`src/rtl/wrs_pkg.sv`:
```
// Package: shared types for the grouped write/read slot scheduler.
// Assumes: nothing beyond the standard types.
package wrs_pkg;
    typedef enum logic [1:0] {
        PH_WR     = 2'd0,
        PH_GAP_WR = 2'd1,   // gap after the write group
        PH_RD     = 2'd2,
        PH_GAP_RD = 2'd3    // gap after the read group
    } phase_e;
endpackage

```
`src/rtl/wrs_slot_seq.sv`:
```
// Module: slot sequencer. It steps through GROUP_LEN write slots, a gap,
// GROUP_LEN read slots and a gap, and repeats. Each slot is spent whether
// or not it is used.
// Assumes: ta_cycles is meaningful only in the last slot of a group.
module wrs_slot_seq
    import wrs_pkg::*;
#(
    parameter int GROUP_LEN = 4,
    parameter int TA_W      = 2
) (
    input  logic            clk,
    input  logic            rst_n,
    input  logic [TA_W-1:0] ta_cycles,
    output logic            wr_slot,
    output logic            rd_slot,
    output logic            gap_slot
);
    localparam int IDX_W = (GROUP_LEN > 1) ? $clog2(GROUP_LEN) : 1;
    localparam logic [IDX_W-1:0] LAST_IDX = IDX_W'(GROUP_LEN - 1);

    phase_e          phase;
    logic [IDX_W-1:0] slot_idx;
    logic [TA_W-1:0]  gap_left;
    logic             group_end;

    // Decode the kind of the current cycle from the phase.
    always_comb begin
        wr_slot   = (phase == PH_WR);
        rd_slot   = (phase == PH_RD);
        gap_slot  = (phase == PH_GAP_WR) || (phase == PH_GAP_RD);
        group_end = (wr_slot || rd_slot) && (slot_idx == LAST_IDX);
    end

    // Advance the phase, the slot index and the gap countdown.
    always_ff @(posedge clk) begin
        if (!rst_n) begin
            phase    <= PH_WR;
            slot_idx <= '0;
            gap_left <= '0;
        end else begin
            case (phase)
                PH_WR: begin
                    if (group_end) begin
                        slot_idx <= '0;
                        if (ta_cycles == '0) begin
                            phase <= PH_RD;
                        end else begin
                            phase    <= PH_GAP_WR;
                            gap_left <= ta_cycles - TA_W'(1);
                        end
                    end else begin
                        slot_idx <= slot_idx + IDX_W'(1);
                    end
                end
                PH_RD: begin
                    if (group_end) begin
                        slot_idx <= '0;
                        if (ta_cycles == '0) begin
                            phase <= PH_WR;
                        end else begin
                            phase    <= PH_GAP_RD;
                            gap_left <= ta_cycles - TA_W'(1);
                        end
                    end else begin
                        slot_idx <= slot_idx + IDX_W'(1);
                    end
                end
                PH_GAP_WR: begin
                    if (gap_left == '0) phase <= PH_RD;
                    else                gap_left <= gap_left - TA_W'(1);
                end
                default: begin
                    if (gap_left == '0) phase <= PH_WR;
                    else                gap_left <= gap_left - TA_W'(1);
                end
            endcase
        end
    end

    AST_GROUP_BOUND: assert property (@(posedge clk) disable iff (!rst_n)
        (wr_slot && group_end) |=> !wr_slot);
    AST_ZERO_GAP_HANDOFF: assert property (@(posedge clk) disable iff (!rst_n)
        (wr_slot && group_end && ta_cycles == '0) |=> rd_slot);
    AST_GAP_LEADS_ON: assert property (@(posedge clk) disable iff (!rst_n)
        (gap_slot && $past(rd_slot)) |-> (phase == PH_GAP_RD));
endmodule

```
`src/rtl/wrs_cmd_reg.sv`:
```
// Module: command register. It captures the accepted request of the current
// slot and presents it on the memory command port one cycle later.
// Assumes: at most one of wr_fire and rd_fire is high in any cycle.
module wrs_cmd_reg #(
    parameter int ADDR_W = 16,
    parameter int DATA_W = 512
) (
    input  logic              clk,
    input  logic              rst_n,
    input  logic              wr_fire,
    input  logic              rd_fire,
    input  logic [ADDR_W-1:0] wr_addr,
    input  logic [DATA_W-1:0] wr_data,
    input  logic [ADDR_W-1:0] rd_addr,
    output logic              cmd_valid,
    output logic              cmd_write,
    output logic [ADDR_W-1:0] cmd_addr,
    output logic [DATA_W-1:0] cmd_data
);
    // Register the command chosen by whichever side fired.
    always_ff @(posedge clk) begin
        if (!rst_n) begin
            cmd_valid <= 1'b0;
            cmd_write <= 1'b0;
            cmd_addr  <= '0;
            cmd_data  <= '0;
        end else begin
            cmd_valid <= wr_fire || rd_fire;
            cmd_write <= wr_fire;
            cmd_addr  <= wr_fire ? wr_addr : (rd_fire ? rd_addr : '0);
            cmd_data  <= wr_fire ? wr_data : '0;
        end
    end
endmodule

```
`src/rtl/wrs_counters.sv`:
```
// Module: efficiency counters for issued writes, issued reads, unused data
// slots and gap cycles. Each counter wraps at 2**CNT_W.
// Assumes: a data slot is one in which wr_slot or rd_slot is high.
module wrs_counters #(
    parameter int CNT_W = 16
) (
    input  logic             clk,
    input  logic             rst_n,
    input  logic             wr_fire,
    input  logic             rd_fire,
    input  logic             data_slot,
    input  logic             gap_slot,
    output logic [CNT_W-1:0] cnt_writes,
    output logic [CNT_W-1:0] cnt_reads,
    output logic [CNT_W-1:0] cnt_idle,
    output logic [CNT_W-1:0] cnt_gap
);
    logic [CNT_W-1:0] slot_sum;

    // Add up the counters that together cover every data slot.
    always_comb slot_sum = cnt_writes + cnt_reads + cnt_idle;

    // Bump each counter by the event of this cycle.
    always_ff @(posedge clk) begin
        if (!rst_n) begin
            cnt_writes <= '0;
            cnt_reads  <= '0;
            cnt_idle   <= '0;
            cnt_gap    <= '0;
        end else begin
            cnt_writes <= cnt_writes + CNT_W'(wr_fire);
            cnt_reads  <= cnt_reads  + CNT_W'(rd_fire);
            cnt_idle   <= cnt_idle   + CNT_W'(data_slot && !wr_fire && !rd_fire);
            cnt_gap    <= cnt_gap    + CNT_W'(gap_slot);
        end
    end

    AST_SLOT_SUM_STEP: assert property (@(posedge clk) disable iff (!rst_n)
        data_slot |=> (slot_sum == $past(slot_sum) + CNT_W'(1)));
    AST_GAP_HOLDS_DATA: assert property (@(posedge clk) disable iff (!rst_n)
        gap_slot |=> $stable(slot_sum));
endmodule

```
`src/rtl/wr_rd_slot_sched.sv`:
```
// Module: grouped write/read slot scheduler (top). It shares one memory bus
// between a write queue and a read queue on a fixed schedule of four write
// slots, a gap, four read slots and a gap.
// Assumes: the request queues keep valid and the payload stable until ready.
module wr_rd_slot_sched #(
    parameter int ADDR_W    = 16,
    parameter int DATA_W    = 512,
    parameter int CNT_W     = 16,
    parameter int TA_W      = 2,
    parameter int GROUP_LEN = 4
) (
    input  logic              clk,
    input  logic              rst_n,
    input  logic [TA_W-1:0]   ta_cycles,
    input  logic              wr_valid,
    output logic              wr_ready,
    input  logic [ADDR_W-1:0] wr_addr,
    input  logic [DATA_W-1:0] wr_data,
    input  logic              rd_valid,
    output logic              rd_ready,
    input  logic [ADDR_W-1:0] rd_addr,
    output logic              mem_cmd_valid,
    output logic              mem_cmd_write,
    output logic [ADDR_W-1:0] mem_cmd_addr,
    output logic [DATA_W-1:0] mem_cmd_data,
    output logic [CNT_W-1:0]  cnt_writes,
    output logic [CNT_W-1:0]  cnt_reads,
    output logic [CNT_W-1:0]  cnt_idle_slots,
    output logic [CNT_W-1:0]  cnt_turnaround
);
    logic wr_slot, rd_slot, gap_slot;
    logic wr_fire, rd_fire;

    wrs_slot_seq #(.GROUP_LEN(GROUP_LEN), .TA_W(TA_W)) u_seq (
        .clk(clk), .rst_n(rst_n), .ta_cycles(ta_cycles),
        .wr_slot(wr_slot), .rd_slot(rd_slot), .gap_slot(gap_slot)
    );

    // Open the handshake of the side that owns this slot.
    always_comb begin
        wr_ready = wr_slot;
        rd_ready = rd_slot;
        wr_fire  = wr_valid && wr_slot;
        rd_fire  = rd_valid && rd_slot;
    end

    wrs_cmd_reg #(.ADDR_W(ADDR_W), .DATA_W(DATA_W)) u_cmd (
        .clk(clk), .rst_n(rst_n), .wr_fire(wr_fire), .rd_fire(rd_fire),
        .wr_addr(wr_addr), .wr_data(wr_data), .rd_addr(rd_addr),
        .cmd_valid(mem_cmd_valid), .cmd_write(mem_cmd_write),
        .cmd_addr(mem_cmd_addr), .cmd_data(mem_cmd_data)
    );

    wrs_counters #(.CNT_W(CNT_W)) u_cnt (
        .clk(clk), .rst_n(rst_n), .wr_fire(wr_fire), .rd_fire(rd_fire),
        .data_slot(wr_slot || rd_slot), .gap_slot(gap_slot),
        .cnt_writes(cnt_writes), .cnt_reads(cnt_reads),
        .cnt_idle(cnt_idle_slots), .cnt_gap(cnt_turnaround)
    );

    AST_READY_EXCL: assert property (@(posedge clk) disable iff (!rst_n)
        !(wr_ready && rd_ready));
    AST_WR_TO_CMD: assert property (@(posedge clk) disable iff (!rst_n)
        (wr_valid && wr_ready) |=> (mem_cmd_valid && mem_cmd_write
                                    && mem_cmd_addr == $past(wr_addr)));
    AST_RD_TO_CMD: assert property (@(posedge clk) disable iff (!rst_n)
        (rd_valid && rd_ready) |=> (mem_cmd_valid && !mem_cmd_write
                                    && mem_cmd_addr == $past(rd_addr)));
    AST_IDLE_NO_CMD: assert property (@(posedge clk) disable iff (!rst_n)
        (!(wr_valid && wr_ready) && !(rd_valid && rd_ready)) |=> !mem_cmd_valid);
endmodule

```
`config.mk`:
```
export PLATFORM = sky130hd
export DESIGN_NAME = wr_rd_slot_sched
export DESIGN_NICKNAME = d
export VERILOG_FILES = /design/src/rtl/wrs_pkg.sv /design/src/rtl/wrs_slot_seq.sv /design/src/rtl/wrs_cmd_reg.sv /design/src/rtl/wrs_counters.sv /design/src/rtl/wr_rd_slot_sched.sv
export SDC_FILE = /design/constraint.sdc
export NUM_CORES = 1
export LEC_CHECK = 0
export CORE_AREA = 2 2 449 451
export DETAILED_ROUTE_END_ITERATION = 12
export DIE_AREA = 0 0 451 453
export GPL_TIMING_DRIVEN = 1
export PLACE_DENSITY_LB_ADDON = 0.1
export SETUP_SLACK_MARGIN = 0.02
export SYNTH_ARGS = -nofsm -noshare
export SYNTH_HDL_FRONTEND = slang
export SYNTH_SLANG_ARGS = --single-unit
```
`constraint.sdc`:
```
create_clock -name clk -period 1.9 [get_ports clk]
set_clock_uncertainty 0.1 [all_clocks]
set_input_delay 0.285 -clock clk [delete_from_list [all_inputs] [get_ports clk]]
set_output_delay 0.285 -clock clk [all_outputs]
set_load 0.01 [all_outputs]
```
==> metrics.md, run 1 <==
| Metric | Value |
|---|---|
| Ys Warns | `0` |
| CP arrival | `2.57 ns` |
| Drt pass-1 iters | `4` |
| Die area | `0.204 mm2` |
| Dominant cell by count in the synthesized netlist | `dfxtp_1` |
| Synth top cells by count | `dfxtp_1 (600), and2_1 (526), buf_2 (58)` |
| Max cap viols | `0` |
| Clock Path Buffers | `3` |
| Synth Instances | `1,460` |
| Via density | `2.83` |
| Starting Density | `0.0869` |
| Cell mode on critical path | `buf_6` |
| Syn Area/Cell | `11.9 um2` |
| Critical path, cell by cell | `buf_6, nor2b_4, buf_6, and2_4, ha_4, buf_6, and2_4, nand3_2, or4_1, a21oi_1` |
| Row cnt | `164` |
| First-pass GRT wire length | `166,000 um` |
| Clk sinks | `600` |
| Fill cells | `22,000` |
| Post-route setup slack | `-0.112 ns` |
| DRT iter0 DRCs | `510` |
| Lkg Pwr | `0.0175 uW` |
| Slowest Stage Delay on Critical Path | `0.40 ns` |
| Worst hold path type | `in2reg` |
| Top-level I/O count | `1,146` |
| GRT overflow | `0` |
| Worst setup EP type | `flip-flop` |
| Die width | `451 um` |
| Worst vdd ir | `0.000577 V` |
| CTS tree | `done` |
| Clk Latency, worst-skew pair | `0.72 ns` |
| Least-Margin Pin Slew | `0.774 ns` |
| Seq/Total Area, Yosys | `0.694` |
| Cell Area, Placed | `0.0327 mm2` |
| TritonCTS Buffers | `87` |
| TNS Setup | `-0.959 ns` |
| Setup Viol. Count Final | `17` |
| Fraction of registers with async set/reset | `0` |
| # port buffers | `1,145` |
| Post-Syn Area | `0.0173 mm2` |
| Placed cells | `5,271` |
| Netlist cell types | `32` |
| CTS Root Cell | `clkbuf_16` |
| Slew Viols, Final | `0` |
| Crit path required time | `2.45 ns` |
| Final period util | `1.06` |
| Failing checks | `setup timing` |
| Crit path max fanout | `3` |
| Crit path kind | `reg2reg` |
| Cell Pwr Density | `847 mW/mm2` |
| Post-synth net total | `2,019` |
| Initial antenna violation count | `84` |
| Fmax | `497 MHz` |
| Post-synthesis register bit count | `600` |
| Floorplan die height | `453 um` |
| Synth top area cells | `dfxtp_1 (69%), and2_1 (19%), buf_2 (1.7%)` |
| Final cell count without fillers | `5,989` |
| Final ANT Viol Nets | `0` |
| All-Layer GR Usage | `0.121` |
| Post-DP HPWL | `104,000 um` |
| Max H-tree Level | `3` |
| Status | `complete, but fails checks` |
| Clock transition at path regs | `0.05 ns` |
| Post-synth top area share | `0.694` |
| Routed len/inst | `21.4 um` |
| Layout cell share with drive strength beyond 1 | `0.148` |
| Tmin final | `2.01 ns` |
| Via total after detailed routing | `16,900` |
| Vias in the first global route | `18,000` |
| Largest net degree at the start of global routing | `47` |
| EDFF count, synth | `0` |
| Nature of the critical path startpoint | `flip-flop` |
| Worst slew margin | `0.483` |
| Core area | `0.199 mm2` |
| Post-route cell area | `0.0411 mm2` |
| WL final | `128,000 um` |
| Synth Flop Type | `dfxtp_1` |
| Yosys top cell by area | `dfxtp_1` |
| Final nets | `3,783` |
| RD Place Congestion | `0.801` |
| Area growth, synth to finish | `137%` |
| DRC viols | `0` |
| Hold slack | `0.0833 ns` |
| Slowest CP cell | `or4_1` |
| RSZ-0062 raised after global routing | `true` |
| Final hold viol count | `0` |
## final cells by class
class,count,area (um2),share of cell area
Timing Repair Buffer,1744,17200,0.419
Inverter,10,40.0,0.000974
Clock buffer,131,2560,0.0624
Sequential cell,600,12100,0.294
Clock inverter,27,355,0.00865
Multi-Input combinational cell,781,5410,0.132
Antenna cell,40,100,0.00244
Tap cell,2656,3320,0.0809
## logic make-up (layout without fill, tap and decap cells)
family / Yosys count / in the layout / share of synthesized area
flops: 600 / 600 / 0.694
xor+xnor: 49 / 49 / 0.0248
compound gates: 38 / 38 / 0.0150
buf+inv: 79 / 1912 / 0.0213
fa+ha+maj: 9 / 9 / 0.00651
simple gates: 681 / 681 / 0.236
other cells: 0 / 40 / 0
mux: 4 / 4 / 0.00231
## flip-flops by register name, summed over array words and instances, names as in the netlist
| register | cells |
|---|---|
| u_seq.gap_left | 2 |
| u_cnt.cnt_idle | 16 |
| u_seq.slot_idx | 2 |
| u_cmd.cmd_valid | 1 |
| u_cnt.cnt_gap | 16 |
| u_cmd.cmd_data | 512 |
| u_cnt.cnt_writes | 16 |
| u_cmd.cmd_addr | 16 |
| u_cnt.cnt_reads | 16 |
| u_cmd.cmd_write | 1 |
| u_seq.phase | 2 |
## path summary, 6_finish.rpt
check | startpoint | endpoint | slack, ns | cells after the start
max | u_seq.phase[1] | u_cnt.cnt_reads[15] | -0.11 | 10
min | wr_data[418] | u_cmd.cmd_data[418] | 0.08 | 2
max reg2reg | u_seq.phase[1] | u_cnt.cnt_reads[15] | -0.11 | 10
min reg2reg | u_cnt.cnt_idle[15] | u_cnt.cnt_idle[15] | 0.37 | 2
## per-stage QoR
stage	setup slack, ns	utilization	power, uW
global route	-0.221	0.206	36500
CTS	-0.206	0.204	35800
detailed placement	-0.791	0.164	17500
floorplan	-0.0203	-	14500
finish	-0.112	0.206	34800
global placement	-0.832	0.164	17600
## worst max-delay path: cells and delay by family (launching register included)
family,cells,cell delay (ns)
adders and majority gates,1,0.14
and+or+nand+nor,5,0.91
buffers and inverters,3,0.31
AOI/OAI and AO/OA,1,0.15
DFF,1,0.34
## layout by cell type, fill, tap and decap left out, types with 40 or more instances in the layout
| cell | n |
|---|---|
| dlygate4sd2_1 | 422 |
| dlygate4sd3_1 | 488 |
| dfxtp_1 | 560 |
| clkdlybuf4s15_2 | 83 |
| nor2_1 | 54 |
| diode_2 | 40 |
| clkdlybuf4s15_1 | 49 |
| clkbuf_16 | 90 |
| clkdlybuf4s50_1 | 549 |
| buf_4 | 72 |
| and2_1 | 504 |
## report_power, final
| group | leakage [uW] | switching [uW] | internal [uW] |
|---|---|---|---|
| clock network | 0.00142 | 6890 | 9910 |
| registers | 0.00493 | 186 | 13200 |
| logic | 0.0111 | 1850 | 2820 |
## routing by layer
layer | vias to the layer above | global-route usage | share of wire
li1 | 8212 | - | -
met1 | 7809 | 0.131 | 0.38
met2 | 653 | 0.213 | 0.51
met3 | 219 | 0.0454 | 0.082
met4 | 52 | 0.0431 | 0.030
met5 | - | 0.00257 | 0.0029
## timing repair
item | 4_1_cts | 5_1_grt
cloned | 6 | 2
setup endpoints to repair | 1088 | 189
hold buffers | 488 | 0
gates resized for setup | 1009 | 55
buffers inserted | 15 | 13
endpoints found under the hold margin | 482 | 0
pin swaps | 22 | 35
(Power assumes the default switching activity.)
==> run 2, diff against run 1 <==
- PLACE_DENSITY_LB_ADDON: 0.1 -> not set
==> run 2 against run 1 <==
The run still ends with setup timing left. Via count grew 1.4%. Wire length grew 26%. Count of clock-buffer cells in the layout shrank 21. Register-to-register slack gained 0.04 ns. Hold slack lost 0.013 ns. Combinational power shrank 12%. Cell count shrank 5.1%. Flip-flop and latch count is the same. Worst setup slack gained 0.042 ns. Largest cell class unchanged. Highest routed layer unchanged.
==> metrics.md, run 2 (synthesis gave the netlist of run 1 again) <==
| Metric | Value |
|---|---|
| Top reg by flops | `u_cmd.cmd_data` |
| First-pass GRT wire length | `195,000 um (+17%)` |
| Layout cell share with drive strength beyond 1 | `0.129 (-0.0189)` |
| CTS tree | `done` |
| Slew Viols, Final | `0 (unchanged)` |
| Starting Density | `0.0869 (unchanged)` |
| Clock transition at path regs | `0.06 ns (about the same)` |
| Floorplan die height | `453 um (unchanged)` |
| Post-DP HPWL | `140,000 um (+34%)` |
| Via total after detailed routing | `17,200 (+1.4%)` |
| Via density | `3.02 (+6.8%)` |
| # port buffers | `1,145 (unchanged)` |
| Final nets | `3,458 (-8.6%)` |
| Worst slew margin | `0.552 (+0.0687)` |
| Pre-CTS setup slack | `-0.540 ns (+0.250 ns)` |
| Final ANT Viol Nets | `0 (unchanged)` |
| Lkg Pwr | `0.0159 uW (-8.8%)` |
| Crit path max fanout | `4 (+1)` |
| Setup Viol. Count Final | `9 (-8)` |
| Final period util | `1.04 (-0.0222)` |
| Vias in the first global route | `17,000 (-5.4%)` |
| Clk Latency, worst-skew pair | `0.69 ns (-0.03 ns)` |
| Hold slack | `0.0701 ns (-0.0132 ns)` |
| TritonCTS Buffers | `80 (-8.0%)` |
| Area growth, synth to finish | `117%` |
| Tmin final | `1.97 ns (-0.0422 ns)` |
| Final hold viol count | `0 (unchanged)` |
| Row cnt | `164 (unchanged)` |
| Commonest non-fill, non-tap cell in the layout | `dfxtp_1` |
| Clock Path Buffers | `3 (unchanged)` |
| Post-route setup slack | `-0.0696 ns (+0.0422 ns)` |
| Layout Utilization | `0.188 (-0.0182)` |
| Max cap viols | `0 (unchanged)` |
| DRC viols | `0 (unchanged)` |
| Worst hold path type | `in2reg` |
| Failing checks | `setup timing` |
| Clk sinks | `600 (unchanged)` |
| Slack of the worst reg-to-reg path | `-0.07 ns (+0.04 ns)` |
| All-Layer GR Usage | `0.151 (+0.0304)` |
| GRT overflow | `0 (unchanged)` |
| RSZ-0062 raised after global routing | `true` |
| Status | `complete, but fails checks` |
| Max reg flops | `512 (unchanged)` |
| Worst setup EP type | `flip-flop` |
| WL final | `162,000 um (+26%)` |
| Routed len/inst | `28.5 um (+33%)` |
| Largest net degree at the start of global routing | `82 (+74%)` |
| Top-level I/O count | `1,146 (unchanged)` |
| Cell Pwr Density | `894 mW/mm2 (+5.6%)` |
| Least-Margin Pin Slew | `0.671 ns (-0.103 ns)` |
| Crit path kind | `reg2reg` |
| CP arrival | `2.43 ns (-0.14 ns)` |
| Core area | `0.199 mm2 (unchanged)` |
| Die area | `0.204 mm2 (unchanged)` |
| DRT iter0 DRCs | `889 (+74%)` |
| Worst vdd ir | `0.000669 V (+16%)` |
| Max H-tree Level | `3 (unchanged)` |
| Initial antenna violation count | `277 (+230%)` |
| Drt pass-1 iters | `4 (unchanged)` |
| Crit path required time | `2.36 ns (-0.09 ns)` |
| Nature of the critical path startpoint | `flip-flop` |
| Commonest non-fill, non-tap cells in the layout | `dfxtp_1 (577), clkdlybuf4s50_1 (549), and2_1 (523)` |
| Die width | `451 um (unchanged)` |
| RD Place Congestion | `0.915 (+14%)` |
| Fmax | `508 MHz (+2.1%)` |
| CTS Root Cell | `clkbuf_16` |
==> run 2: metrics by stage <==
stage                     area, um2  setup TNS [ns]  total power (uW)  cells
after floorplan               17400         -0.0333             14500   1460
after CTS                     37000          -0.377             34200   5610
final                         37500          -0.365             33500   5686
after global routing          37400           -1.42             34800   5642
after detailed placement      32300          -53.81             17600   5237
after global placement        32300          -51.75             17600   5237
==> run 2: final cells by class <==
type                    instances  area (um2)
repair buffers               1426       13900
inverters                      10        40.0
clock inverters                34         432
flip-flops and latches        600       12000
multi-input cells             781        5250
clock buffers                 110        2330
fillers                     21900      162000
diodes                         69         173
well taps                    2656        3320
==> run 2: final timing paths <==
path                            depth (start not counted)                   to               start
worst max-delay path                                    9    u_cnt.cnt_idle[9]      u_seq.phase[1]
worst min-delay path                                    2  u_cmd.cmd_data[130]        wr_data[130]
worst max register to register                          9    u_cnt.cnt_idle[9]      u_seq.phase[1]
worst min register to register                          2   u_cnt.cnt_idle[15]  u_cnt.cnt_idle[15]
==> run 2: timing repair <==
action	4_1_cts	5_1_grt
endpoints found under the setup margin	848	126
hold buffers	225	0
setup buffers	4	2
gates cloned	0	5
pin swaps	6	10
gates resized for setup	842	35
endpoints found under the hold margin	225	0
==> run 2: power breakdown <==
group / total [uW] / switching, uW / leakage (uW) / internal [uW]
Sequential: 13300 / 186 / 0.00493 / 13200
Clock: 16100 / 6510 / 0.00135 / 9550
Combinational: 4130 / 1830 / 0.00964 / 2300
Total: 33500 / 8520 / 0.0159 / 25000
==> run 2: critical path: stages, from the launching register on <==
cell,delay [ns]
dfxtp_2,0.35
mux2i_2,0.25
nor2b_4,0.20
ha_4,0.16
buf_6,0.10
nand4_1,0.14
buf_6,0.19
nor3_4,0.16
xnor2_1,0.14
nor2_1,0.07
==> run 2: metal layers <==
| layer | share of wire | vias to the layer above | track usage |
|---|---|---|---|
| met4 | 0.054 | 162 | 0.0747 |
| li1 | - | 7582 | - |
| met2 | 0.47 | 1033 | 0.252 |
| met5 | 0.0064 | - | 0 |
| met3 | 0.12 | 460 | 0.0804 |
| met1 | 0.35 | 7941 | 0.154 |
